## config.mk

```make
export PLATFORM = sky130hd
export DESIGN_NAME = tw_ctrl_port
export DESIGN_NICKNAME = d
export VERILOG_FILES = /design/src/rtl/tw_ctrl_pkg.sv /design/src/rtl/tw_sync_edge.sv /design/src/rtl/tw_word_fsm.sv /design/src/rtl/tw_reg_bank.sv /design/src/rtl/tw_ctrl_port.sv
export SDC_FILE = /design/constraint.sdc
export NUM_CORES = 1
export LEC_CHECK = 0
export BUFFER_PORTS_ARGS = -buffer_cell sky130_fd_sc_hd__clkbuf_2
export CORE_UTILIZATION = 55
export CTS_BUF_LIST = sky130_fd_sc_hd__clkbuf_2
export CTS_CLUSTER_DIAMETER = 120
export DETAILED_ROUTE_END_ITERATION = 10
export GPL_ROUTABILITY_DRIVEN = 1
export GPL_TIMING_DRIVEN = 0
export PLACE_DENSITY_LB_ADDON = 0.08
export SLEW_MARGIN = 20
export SYNTH_ARGS = -nofsm -noshare
export SYNTH_HDL_FRONTEND = slang
export SYNTH_SLANG_ARGS = --single-unit
```

## constraint.sdc

```tcl
create_clock -name clk -period 3.8 [get_ports clk]
set_input_delay 0.38 -clock clk [delete_from_list [all_inputs] [get_ports clk]]
set_output_delay 0.38 -clock clk [all_outputs]
set_load 0.02 [all_outputs]
```

## src/rtl/tw_ctrl_pkg.sv

```systemverilog
package tw_ctrl_pkg;
    typedef enum logic [1:0] {
        ST_IDLE,
        ST_SHIFT,
        ST_FULL,
        ST_OVER
    } rx_state_e;

    localparam int ADDR_LSB = 9;
    localparam int ADDR_W   = 3;

    localparam logic [ADDR_W-1:0] A_LEFT   = 3'b000;
    localparam logic [ADDR_W-1:0] A_RIGHT  = 3'b001;
    localparam logic [ADDR_W-1:0] A_CTRL   = 3'b010;
    localparam logic [ADDR_W-1:0] A_FMT    = 3'b011;
    localparam logic [ADDR_W-1:0] A_HIDDEN = 3'b110;

    localparam logic [3:0] UNLOCK_KEY = 4'hF;
endpackage

```

## src/rtl/tw_sync_edge.sv

```systemverilog
module tw_sync_edge #(
    parameter int STAGES = 2
) (
    input  logic clk,
    input  logic rst_n,
    input  logic din,
    output logic level,
    output logic rise
);
    logic [STAGES-1:0] pipe;
    logic              prev;

    always_ff @(posedge clk or negedge rst_n) begin
        if (!rst_n) begin
            pipe <= '0;
            prev <= 1'b0;
        end else begin
            pipe <= {pipe[STAGES-2:0], din};
            prev <= pipe[STAGES-1];
        end
    end

    assign level = pipe[STAGES-1];
    assign rise  = pipe[STAGES-1] & ~prev;
endmodule

```

## src/rtl/tw_word_fsm.sv

```systemverilog
module tw_word_fsm
    import tw_ctrl_pkg::*;
#(
    parameter int WORD_W = 16
) (
    input  logic              clk,
    input  logic              rst_n,
    input  logic              bit_rise,
    input  logic              bit_val,
    input  logic              latch_rise,
    output logic [WORD_W-1:0] word_o,
    output logic              commit_o
);
    localparam int CW = $clog2(WORD_W + 1);

    rx_state_e       state, nxt;
    logic [CW-1:0]   cnt;

    // state register
    always_ff @(posedge clk or negedge rst_n) begin
        if (!rst_n) state <= ST_IDLE;
        else        state <= nxt;
    end

    // transitions
    always_comb begin
        nxt = state;
        unique case (state)
            ST_IDLE:  if (latch_rise)    nxt = ST_IDLE;
                      else if (bit_rise) nxt = (WORD_W == 1) ? ST_FULL : ST_SHIFT;
            ST_SHIFT: if (latch_rise)    nxt = ST_IDLE;
                      else if (bit_rise && cnt == CW'(WORD_W - 1)) nxt = ST_FULL;
            ST_FULL:  if (latch_rise)    nxt = ST_IDLE;
                      else if (bit_rise) nxt = ST_OVER;
            ST_OVER:  if (latch_rise)    nxt = ST_IDLE;
            default:                     nxt = ST_IDLE;
        endcase
    end

    // bit counter and shift register
    always_ff @(posedge clk or negedge rst_n) begin
        if (!rst_n) begin
            cnt    <= '0;
            word_o <= '0;
        end else if (latch_rise) begin
            cnt <= '0;
        end else if (bit_rise) begin
            word_o <= {word_o[WORD_W-2:0], bit_val};
            if (state == ST_IDLE || state == ST_SHIFT) cnt <= cnt + 1'b1;
        end
    end

    // outputs
    always_comb begin
        commit_o = latch_rise && (state == ST_FULL);
    end
endmodule

```

## src/rtl/tw_reg_bank.sv

```systemverilog
module tw_reg_bank
    import tw_ctrl_pkg::*;
#(
    parameter int WORD_W = 16,
    parameter int ATT_W  = 8
) (
    input  logic              clk,
    input  logic              rst_n,
    input  logic              commit,
    input  logic              blocked,
    input  logic [WORD_W-1:0] word,
    output logic [ATT_W:0]    left_q,
    output logic [ATT_W:0]    right_q,
    output logic [4:0]        ctrl_q,
    output logic [8:0]        fmt_q,
    output logic [2:0]        hid_q
);
    logic              unlocked;
    logic [ADDR_W-1:0] addr;

    assign addr = word[ADDR_LSB +: ADDR_W];

    always_ff @(posedge clk or negedge rst_n) begin
        if (!rst_n) begin
            left_q   <= {1'b0, {ATT_W{1'b1}}};
            right_q  <= {1'b0, {ATT_W{1'b1}}};
            ctrl_q   <= '0;
            fmt_q    <= '0;
            hid_q    <= '0;
            unlocked <= 1'b0;
        end else if (commit && !blocked) begin
            case (addr)
                A_LEFT:   left_q  <= word[ATT_W:0];
                A_RIGHT:  right_q <= word[ATT_W:0];
                A_CTRL: begin
                    ctrl_q   <= word[4:0];
                    unlocked <= (word[8:5] == UNLOCK_KEY);
                end
                A_FMT:    fmt_q   <= word[8:0];
                A_HIDDEN: if (unlocked) hid_q <= word[6:4];
                default:  ;
            endcase
        end
    end
endmodule

```

## src/rtl/tw_ctrl_port.sv

```systemverilog
module tw_ctrl_port
    import tw_ctrl_pkg::*;
#(
    parameter int WORD_W      = 16,
    parameter int ATT_W       = 8,
    parameter int SYNC_STAGES = 2
) (
    input  logic             clk,
    input  logic             rst_n,
    input  logic             hw_lock,
    input  logic             sdata,
    input  logic             sclk,
    input  logic             slatch,
    output logic [ATT_W-1:0] att_left,
    output logic             load_left,
    output logic [ATT_W-1:0] att_right,
    output logic             load_right,
    output logic             mute,
    output logic             deemph,
    output logic             op_en,
    output logic [1:0]       word_width,
    output logic             fmt_sel,
    output logic             lr_pol,
    output logic             att_ctl,
    output logic             slow_rolloff,
    output logic             phase_rev,
    output logic             clko_sel,
    output logic [1:0]       rate_sel,
    output logic             zero_det,
    output logic [1:0]       diff_mode,
    output logic             clkloss_dis
);
    localparam int NLINES = 3;

    logic [NLINES-1:0] raw_in, lvl, rise;
    logic [WORD_W-1:0] word_w;
    logic              commit_w;
    logic [ATT_W:0]    left_q, right_q;
    logic [4:0]        ctrl_q;
    logic [8:0]        fmt_q;
    logic [2:0]        hid_q;

    assign raw_in = {slatch, sclk, sdata};

    for (genvar g = 0; g < NLINES; g++) begin : g_sync
        tw_sync_edge #(.STAGES(SYNC_STAGES)) u_sync (
            .clk   (clk),
            .rst_n (rst_n),
            .din   (raw_in[g]),
            .level (lvl[g]),
            .rise  (rise[g])
        );
    end

    tw_word_fsm #(.WORD_W(WORD_W)) u_fsm (
        .clk        (clk),
        .rst_n      (rst_n),
        .bit_rise   (rise[1]),
        .bit_val    (lvl[0]),
        .latch_rise (rise[2]),
        .word_o     (word_w),
        .commit_o   (commit_w)
    );

    tw_reg_bank #(.WORD_W(WORD_W), .ATT_W(ATT_W)) u_bank (
        .clk     (clk),
        .rst_n   (rst_n),
        .commit  (commit_w),
        .blocked (hw_lock),
        .word    (word_w),
        .left_q  (left_q),
        .right_q (right_q),
        .ctrl_q  (ctrl_q),
        .fmt_q   (fmt_q),
        .hid_q   (hid_q)
    );

    assign {load_left, att_left}   = left_q;
    assign {load_right, att_right} = right_q;
    assign {word_width, op_en, deemph, mute} = ctrl_q;
    assign {zero_det, rate_sel, clko_sel, phase_rev,
            slow_rolloff, att_ctl, lr_pol, fmt_sel} = fmt_q;
    assign {clkloss_dis, diff_mode} = hid_q;
endmodule

```

# Word level (Yosys, flattened, before mapping)
# Cells that the tools add are included.
[classes] add_sub_neg=1 eq_ne=13 mux=11 bitwise_logic=5 reduce_logical=17
[ops] operator="$mux W5" count=3
[ops] operator="$mux W2" count=7
[ops] operator="$reduce_and A2 Y1" count=6
[ops] operator="$ne A3 B1 Y1 const B" count=3
[ops] operator="$pmux W2 S4" count=1
[ops] operator="$eq A3 B2 Y1 const B" count=2
[ops] operator="$add A5 B1 Y5 const B" count=1
[ops] operator="$eq A5 B4 Y1 const B" count=1
[ops] operator="$eq A2 B2 Y1 const B" count=2
[ops] operator="$eq A4 B4 Y1 const B" count=1
[ops] operator="$reduce_and A4 Y1" count=1
[ops] operator="$reduce_bool A2 Y1" count=2
[ops] operator="$eq A3 B1 Y1 const B" count=1
[ops] operator="$eq A3 B3 Y1 const B" count=1
[ops] operator="$logic_and A1 B1 Y1" count=3
[ops] operator="$logic_not A3 Y1" count=1
[ops] operator="$not A1 Y1" count=3
[ops] operator="$reduce_and A3 Y1" count=1
[ops] operator="$and A1 B1 Y1" count=2
[ops] operator="$eq A2 B1 Y1 const B" count=1
[ops] operator="$logic_not A2 Y1" count=1
[ops] operator="$ne A2 B1 Y1 const B" count=1
[ops] operator="$logic_not A1 Y1" count=1
[ops] operator="$logic_or A1 B1 Y1" count=1
[word_totals] regBits=63 input_bits=6 out_inout_bits=35 elab_cells=61

# Depth between registers and ports, before layout
# Gate-level depths: netlist (run 1).
[logic_depth] ltp_word=6 ltp_mapped=5 ltp_nobuf=5

# Hierarchy
# Synthesis (run 1) repeated with hierarchy kept, for this count alone.
[hier_totals] hier_cells=162 hier_area_um2=2696.3
[modules_own_cells] mod="tw_reg_bank" n_inst=1 cells_each=83 area_each_um2=1423.9 seq_area_each_um2=920.9
[modules_own_cells] mod="tw_word_fsm" n_inst=1 cells_each=67 area_each_um2=1006.0 seq_area_each_um2=575.6
[modules_own_cells] mod="tw_sync_edge" n_inst=3 cells_each=4 area_each_um2=88.8 seq_area_each_um2=75.1

# Worst setup path before layout (run 1)
# No wires, ideal clock.
[synth_timing] path_kind="reg-to-reg" startpoint="register u_fsm.state[0]" endpoint="register u_bank.left_q[8]" setup_ps=125 arrival_ps=1525 t_required_ps=3675 slack_ps=2150 path_stages_with_launch=4 path_buffers=0 period_less_slack_ps=1650 path_cell_list="dfrtp_1 or2_4 nor4b_4 mux2_2"
[synth_via] elab_chain_len=4
[synth_rtl] item="start: declaration" line_no="tw_word_fsm.sv:16" rtl="rx_state_e state, nxt;"
[synth_rtl] item="start signal: assignment" line_no="tw_word_fsm.sv:22" rtl="else state <= nxt;"
[synth_rtl] item="$eq A2 B2 Y1" line_no="tw_word_fsm.sv:55" rtl="commit_o = latch_rise && (state == ST_FULL);"
[synth_rtl] item="$logic_and A1 B1 Y1" line_no="tw_word_fsm.sv:55"
[synth_rtl] item="$logic_and A1 B1 Y1" line_no="tw_reg_bank.sv:31" rtl="end else if (commit && !blocked) begin"
[synth_rtl] item="$reduce_and A2 Y1 (no line)"
[synth_rtl] item="end signal: assignment" line_no="tw_reg_bank.sv:25" rtl="left_q <= {1'b0, {ATT_W{1'b1}}};"
[synth_rtl] item="end signal: assignment" line_no="tw_reg_bank.sv:33" rtl="A_LEFT: left_q <= word[ATT_W:0];"
[synth_rtl] item="end: declaration" line_no="tw_reg_bank.sv:12" rtl="output logic [ATT_W:0] left_q,"
# Every way passes these cells.
# A chain may end at the register's enable or synchronous reset.

# Worst setup path after layout (run 1)
# Ends and elaborated chain as after synthesis.

==> summary by stage, run 1 <==
Flow run
The max capacitance violation total is 0.

Synthesis
Dividing the synthesized area by the synthesized cell count gives 15.8 sq um. The post-synth net total is 163. The distinct cell type count after synthesis is 32.

After technology mapping, the gate count stands at between 150 and 200. During synthesis, Yosys emitted a total of 0 warnings. After synthesis the netlist holds a flip-flop and latch count of 63. After synthesis, flip-flops and latches occupy 65.1% of the total area. The area of the mapped netlist is around 0.0025 sq mm.

Detailed routing
The final routed wire length divided by cell count is between 15 and 20 um. The iteration-0 DRC count of the detailed router is 84. After detailed routing, the wire length on met1 is 1960 um. The post-detailed-route count of antenna-violating nets is 0.

The routed length on met3 is about 170 um. The length of the first detailed-routing pass in iterations is 4. The wire length after detailed routing is 4340 um.

The routed via count is between 1000 and 1500. The total met2 wirelength after detailed routing is roughly 2100 um. The number of remaining DRC errors is 0. The ratio of routed vias to standard cells is 5.41. The topmost layer with routed signal wires is met4.

CTS
The number of buffers inserted during clock tree synthesis is 9. Clock-pin slew was measured on the worst setup and hold paths at 0.16 ns. CTS built an H-tree with a depth of 3.

At the later pin of the worst-skew pair, clock insertion delay measures 0.48 ns. Post-CTS timing repair inserted 0 buffers for setup. TritonCTS built the clock tree. For this design, the sink count on the clock tree is 63. The number of buffers between clock root and the deepest sink is 2.

The root buffer cell chosen for the clock tree is sky130_fd_sc_hd__clkbuf_2.

Min path
The worst hold path startpoint is g_sync[1].u_sync.pipe[0]. The worst hold path terminates at g_sync[1].u_sync.pipe[1]. The number of cells on the worst hold path is 0. The path class of the tightest hold or removal check is reg2reg.

Power and ir drop
Summed over all nets, the switching power comes to 368 uW. Registers are responsible for between 50 and 60% of the overall power. In this run, the combinational gates consume between 8 and 9% of the power. The total power density per cell area is 480 mW/mm^2. The reported leakage power is 0.00145 uW. The internal portion of total power is 1020 uW. The fraction of power spent switching nets is 26.4%. The maximum ir drop on the vdd rail is just under 0.0004 V.

The portion of total power attributed to the clock network is 31.1%.

Critical path
The worst endpoint required time is 4.18 ns. STA classifies the critical path startpoint as a register. Counting both buffers and inverters, the worst setup path holds a total of 0.

The type of element capturing the critical path is a register. The worst setup path is of the reg2reg kind. The worst register-to-register path has a setup slack of approximately 1.9 ns.

The worst register-to-register path ends at u_bank.left_q[8]. Traced cell by cell, the critical path runs through or2_4 > nor4b_4 > mux2_2. Among all stages on the critical path, the largest delay is contributed by sky130_fd_sc_hd__nor4b_4. In this design, the largest share of critical-path delay is due to simple AND/OR/NAND/NOR gates. The arrival time at the worst endpoint is 2.32 ns. Of all nets on the critical path, the largest fanout is 9. The path depth of the worst reg2reg path is 3. The start of the worst register-to-register path is u_fsm.state[0]. In this design, the stage delay of the slowest critical-path cell is 0.70 ns.

Timing
The final hold violation count is 0. The routed design could run at a clock period as short as slightly below 2 ns. The setup clock skew after layout is 0.0164 ns. The worst pin sits at a relative slew slack of 49.2%.

Timing would allow up to around 520 MHz. Setup violations remaining at the end of the flow were counted as 0. The transition time at the pin with the least slew margin is 0.759 ns. The final count of pins violating max slew is 0. In the final timing run, aggregate negative setup slack is 0 ns.

The final worst-path cycle share is slightly above 50%. Setup repair after global routing left no endpoint under its margin.

Global route
The pin count of the biggest net entering global routing is 33. The via count of the first global-routing pass was 1398. The first-pass GRT wire length is 6770 um. The overall track demand over capacity in global routing is between 20% and 30%. The initial antenna violation count is 0. The total congestion overflow is 0.

Layout
The number of filler instances in the final layout is 310. For this run, the post-layout net count is 219. Summing all non-filler instances in the final layout gives an area of 0.00290 sq mm. Leaving out fill and tap cells, the most frequent cell in the layout is sky130_fd_sc_hd__clkbuf_2.

In the final layout, flip-flops and latches occupy 0.00160 sq mm. Compared with the post-synthesis result, the final layout area differs by 18.4%. The multi-input combinational cells in the finished layout cover a total of 841 sq um. In the layout the commonest cells are sky130_fd_sc_hd__clkbuf_2, sky130_fd_sc_hd__dfrtp_1, sky130_fd_sc_hd__mux2_2, sky130_fd_sc_hd__dfstp_2, sky130_fd_sc_hd__nor2_1.

The repair_antennas step left the layout with diodes totalling 0. The fraction of layout cells with a size suffix above 1 is 56.5%.

Floorplanning
The total number of placement rows is 23. From left edge to right edge, the die measures around 69 um. The starting density of the core is approximately 59%. The total I/O pin count is 41. The die height is 68.8 um. The die covers between 0.004 and 0.005 sq mm.

The standard cell core area is 0.00414 sq mm.

Outcome
The flow ran to the end, and the final reports show no timing, DRC or antenna violations.

Place
The quantity of I/O buffers inserted on ports is 40. The last weighted congestion value of the routability-driven placer is 0.680. After legalization and detailed placement, the total HPWL measured 3000 um. Once placement finished, the instance area stood at 0.00274 sq mm.
worst max-delay path by stage:
stage                                   startpoint                to  slack, ns  depth (start not counted)
after floorplan                     u_fsm.state[0]  u_bank.left_q[8]       2.15                          3
after global placement                     hw_lock  u_bank.left_q[8]       1.86                          4
after detailed placement                   hw_lock  u_bank.left_q[8]       1.82                          4
after CTS                           u_fsm.state[0]  u_bank.left_q[8]       1.86                          3
after global routing      g_sync[2].u_sync.pipe[1]   u_bank.fmt_q[8]       1.79                          4
final                               u_fsm.state[0]  u_bank.left_q[8]       1.86                          3
synth_stat cells, drive strengths merged:
master | count | area share, %
inv | 2 | 0.31
and4b | 1 | 0.41
nor4b | 1 | 0.97
dfrtp | 47 | 48
nand3 | 2 | 0.41
nor2b | 4 | 1.0
and3 | 1 | 0.26
or3b | 1 | 0.36
nor3b | 1 | 0.31
or3 | 1 | 0.26
buf | 2 | 0.36
xnor2 | 2 | 0.71
or2 | 1 | 0.36
dfstp | 16 | 17
nand2b | 2 | 0.51
nand2 | 3 | 0.46
nand4b | 1 | 0.61
nor4 | 1 | 0.87
mux2 | 47 | 22
and4bb | 1 | 0.51
nor4bb | 1 | 0.41
mux2i | 1 | 0.41
nand3b | 1 | 0.31
nor2 | 5 | 0.76
ha | 2 | 1.0
a31oi | 1 | 0.26
o21ai | 1 | 0.20
a21oi | 3 | 0.61
nor3 | 1 | 0.20
nand4 | 2 | 0.51
layer usage:
metal | vias to the layer above | GRT usage [%]
li1 | 660 | -
met5 | - | 0
met2 | 40 | 33.3
met4 | 0 | 10.7
met1 | 728 | 26.2
met3 | 10 | 6.91
power by group through the flow:
stage / combinational (uW) / clock, uW / sequential [uW]
after detailed placement: 123 / 0 / 848
after global placement: 114 / 0 / 839
final: 125 / 434 / 834
after global routing: 139 / 474 / 853
after floorplan: 94.6 / 0 / 814
after CTS: 127 / 446 / 835
layout make-up:
class,count,share of cell area (%)
sequential,63,55.0
inverter,2,0.259
buffer,2,0.302
clock buffer,10,1.72
multi-input combinational,88,29.0
timing repair buffer,45,9.05
tap,50,2.15
clock inverter,6,2.59
logic make-up (layout without fill, tap and decap cells):
kind of cell               after synthesis  in the layout  share of synthesized area, %
AOI/OAI and AO/OA                        5              5                          1.07
adders and majority gates                2              2                          1.02
and+or+nand+nor                         31             31                          9.48
xor gates and xnor gates                 2              2                         0.714
muxes                                   48             48                          22.0
buffers and inverters                    4             65                         0.663
DFF                                     63             63                          65.1
stage by stage:
| step | instances | utilization (%) | power (uW) | hold WS, ns | setup slack (ns) |
|---|---|---|---|---|---|
| 6_report | 266 | 70.1 | 1390 | 0.374 | 1.86 |
| 5_1_grt | 266 | 70.1 | 1470 | 0.402 | 1.79 |
| 4_1_cts | 266 | 70.1 | 1410 | 0.351 | 1.86 |
| 3_5_place_dp | 246 | 66.1 | 971 | 0.338 | 1.82 |
| 3_3_place_gp | 245 | 65.5 | 953 | 0.334 | 1.86 |
| 2_1_floorplan | 155 | - | 908 | 0.0844 | 2.15 |
flip-flops by register name (all words and copies together), names as in the netlist:
register,flops
u_fsm.word_o,12
u_bank.fmt_q,9
u_bank.left_q,9
u_bank.right_q,9
g_sync.u_sync.pipe,6
u_bank.ctrl_q,5
u_fsm.cnt,5
u_bank.hid_q,3
g_sync.u_sync.prev,2
u_fsm.state,2
u_bank.unlocked,1
what timing repair did:
action,4_1_cts,5_1_grt
endpoints found under the hold margin,28,0
resized for setup,0,0
hold buffers,4,0
No activity file was read; power rests on OpenSTA's default activity.
==> inputs of run 2 (changes only) <==
==> constraint.sdc (replaced) <==
create_clock -name clk -period 1.8 [get_ports clk]
set_input_delay 0.18 -clock clk [delete_from_list [all_inputs] [get_ports clk]]
set_output_delay 0.18 -clock clk [all_outputs]
set_load 0.02 [all_outputs]
==> summary by stage, run 2 (synthesis gave the netlist of run 1 again) <==
Timing
The minimum clock period was 1.68 ns (-0.261 ns). The final hold violation count is 0 (unchanged). The transition time at the pin with the least slew margin is 0.441 ns (-0.318 ns). The final worst-path cycle share came to 93.1% (+42 points). The worst relative slew slack is 70.6% (+21 points).

The setup clock skew after layout is 0.0172 ns (+0.000858 ns). The final count of pins violating max slew came to 0 (unchanged). The final-layout setup total negative slack is 0 ns (unchanged). The final setup violation count came to 0 (unchanged).

The highest clock rate is 597 MHz (+16%). Setup repair after global routing left no endpoint under its margin.

Global route
The pin count of the biggest net entering global routing was 33 (unchanged). The overall track demand over capacity in global routing is 21.5% (+0.29 points). The initial antenna violation count is 0 (unchanged). The first-pass GRT wire length is 6870 um (+1.4%). The via count of the first global-routing pass is 1406 (+0.57%). The total congestion overflow was 0 (unchanged).

Layout
The area added between synthesis and finish is 20.4%. The fraction of layout cells with a size suffix above 1 is 59.1% (+2.6 points). The most common cell after layout, fill and taps aside is sky130_fd_sc_hd__clkbuf_2.

The net count of the finished layout is 223 (+1.8%). The post-route cell area is 0.00295 sq mm (+1.7%). The flip-flop count of the largest register after layout is 12 (unchanged). The number of standard cells in the layout, taps in and fillers out came to 270 (+1.5%).

The fraction of the core area covered by cells at the end of the flow came to 71.3% (+1.2 points). The library cells used most frequently in the layout, excluding fill and tap cells, are sky130_fd_sc_hd__clkbuf_2, sky130_fd_sc_hd__dfrtp_1, sky130_fd_sc_hd__mux2_2, sky130_fd_sc_hd__dfstp_2, sky130_fd_sc_hd__nor2_1. The number of antenna diodes is 0 (unchanged). The register with the most flip-flops in the final layout is u_fsm.word_o.

Detailed routing
The post-detailed-route count of antenna-violating nets is 0 (unchanged). The length of the first detailed-routing pass in iterations is 4 (unchanged). The number of remaining DRC errors came to 0 (unchanged). The final routed wire length divided by cell count is 16.3 um (about the same). The routed via count is 1463 (+1.7%).

The wire length after detailed routing is 4410 um (+1.6%). The iteration-0 DRC count of the detailed router came to 105 (+25%). The ratio of routed vias to standard cells is 5.42 (+0.23%).

Critical path
The worst endpoint required time is 2.17 ns (-2.01 ns). The path depth of the worst reg2reg path is 4 (+1). The startpoint identified for the worst register-to-register timing path is u_fsm.state[1]. In this run the critical register-to-register path is captured at u_bank.left_q[8]. STA classifies the critical path startpoint as a register. The maximum net fanout on the critical path was 7 (-2).

The slack of the worst reg-to-reg path is 0.12 ns (-1.74 ns). The arrival time at the worst endpoint is 2.05 ns (-0.27 ns). The worst setup path is of the reg2reg kind. The type of element capturing the critical path is a register.

CTS
The clock-pin slew on the worst setup and hold paths came to 0.17 ns (about the same). The number of sinks handled by clock tree synthesis is 63 (unchanged). The number of buffers inserted during clock tree synthesis is 9 (unchanged). The number of H-tree levels is 3 (unchanged). The clock latency of the later-clocked register in the worst-skew pair is 0.46 ns (-0.02 ns). The buffer cell driving the clock tree root is sky130_fd_sc_hd__clkbuf_2. The number of buffers between clock root and the deepest sink was 2 (unchanged). The CTS tree is built.

Floorplanning
The die height is 68.8 um (unchanged). The starting density of the core is 59.2% (unchanged). The total I/O pin count was 41 (unchanged). The die span in x was 68.8 um (unchanged). The area of the die was 0.00473 sq mm (unchanged).

The total number of placement rows is 23 (unchanged). The standard cell core area came to 0.00414 sq mm (unchanged).

Power and ir drop
The relative contribution of combinational cells to total power is 9.3% (+0.4 points). The fraction of power consumed by sequential logic is 59.8% (about the same). The post-layout total power came to 2950 uW (+110%). The portion of total power attributed to the clock network is 31.0% (about the same). The internal portion of total power is 2170 uW (+110%). The maximum ir drop on the vdd rail is 0.000825 V (+110%). The net switching component of the power was 785 uW (+110%). The total power density per cell area is 1000 mW/mm^2 (+110%). The reported leakage power is 0.00149 uW (+2.8%). The fraction of power spent switching nets is 26.6% (+0.15 points).

Place
The final HPWL from detailed placement came to 3000 um (unchanged). The last weighted congestion value of the routability-driven placer was 0.680 (unchanged). The area of placed instances came to 0.00274 sq mm (unchanged). The cell count after placement is 246 (unchanged).

The quantity of I/O buffers inserted on ports is 40 (unchanged).

Outcome
The run finished with clean final reports.

Flow run
The max capacitance violation total is 0 (unchanged).

Min path
The path class of the tightest hold or removal check is in2async.
run 2: cell types whose count changed in the layout (fill, tap and decap cells not counted), sizes merged:
| cell | previous run | this run |
|---|---|---|
| buf | 3 | 6 |
| clkbuf | 50 | 51 |
run 2: worst max path at each step:
stage / end / slack, ns / cells after the start / startpoint
floorplan: u_bank.left_q[8] / 0.15 / 3 / u_fsm.state[0]
global placement: u_bank.left_q[8] / -0.09 / 3 / u_fsm.state[0]
detailed placement: u_bank.left_q[8] / -0.14 / 3 / u_fsm.state[0]
CTS: u_bank.fmt_q[8] / 0.01 / 4 / g_sync[2].u_sync.pipe[1]
global route: u_fsm.word_o[4] / 0.05 / 4 / g_sync[1].u_sync.pipe[1]
finish: u_bank.left_q[8] / 0.12 / 4 / u_fsm.state[1]
run 2: power by group through the flow:
stage	registers, uW	clock network [uW]	logic, uW
final	1770	915	273
after global routing	1810	1000	301
after CTS	1770	942	276
after detailed placement	1790	0	260
after global placement	1770	0	240
after floorplan	1720	0	200
run 2: timing repair:
item,CTS,global route
pin swaps,2,0
hold endpoints to repair,56,0
hold buffers,4,0
endpoints found under the setup margin,32,27
cloned,0,0
buffers inserted,4,0
resized for setup,2,3
run 2: layout make-up:
cell class                 instances  area, sq um
buffer                             2         10.0
clock inverter                     6         75.1
clock buffer                      10         50.0
fill                             302         1190
inverter                           2         7.51
timing repair buffer              49          293
sequential                        63         1600
multi-input combinational         88          860
tap                               50         62.6
run 2: per-stage QoR:
step,hold slack (ns),setup WS [ns]
final,0.202,0.124
after global routing,0.205,0.0524
after CTS,0.151,0.00966
after detailed placement,0.176,-0.143
after global placement,0.288,-0.0892
after floorplan,-0.116,0.150
run 2: per-layer routing:
layer | up-vias | part of all wire (%) | track usage, % | wire, um
met2 | 47 | 50 | 33.9 | 2190
met5 | - | 0 | 0 | 0
met1 | 733 | 45 | 26.5 | 1990
met3 | 8 | 4.2 | 7.40 | 184
li1 | 675 | - | - | -
met4 | 0 | 1.0 | 9.95 | 44
run 2: worst max-delay path: stages (launching register included):
cell                       delay (ns)
sky130_fd_sc_hd__dfrtp_1         0.49
sky130_fd_sc_hd__nand3b_1        0.21
sky130_fd_sc_hd__nor4b_4         0.32
sky130_fd_sc_hd__buf_4           0.22
sky130_fd_sc_hd__mux2_2          0.35
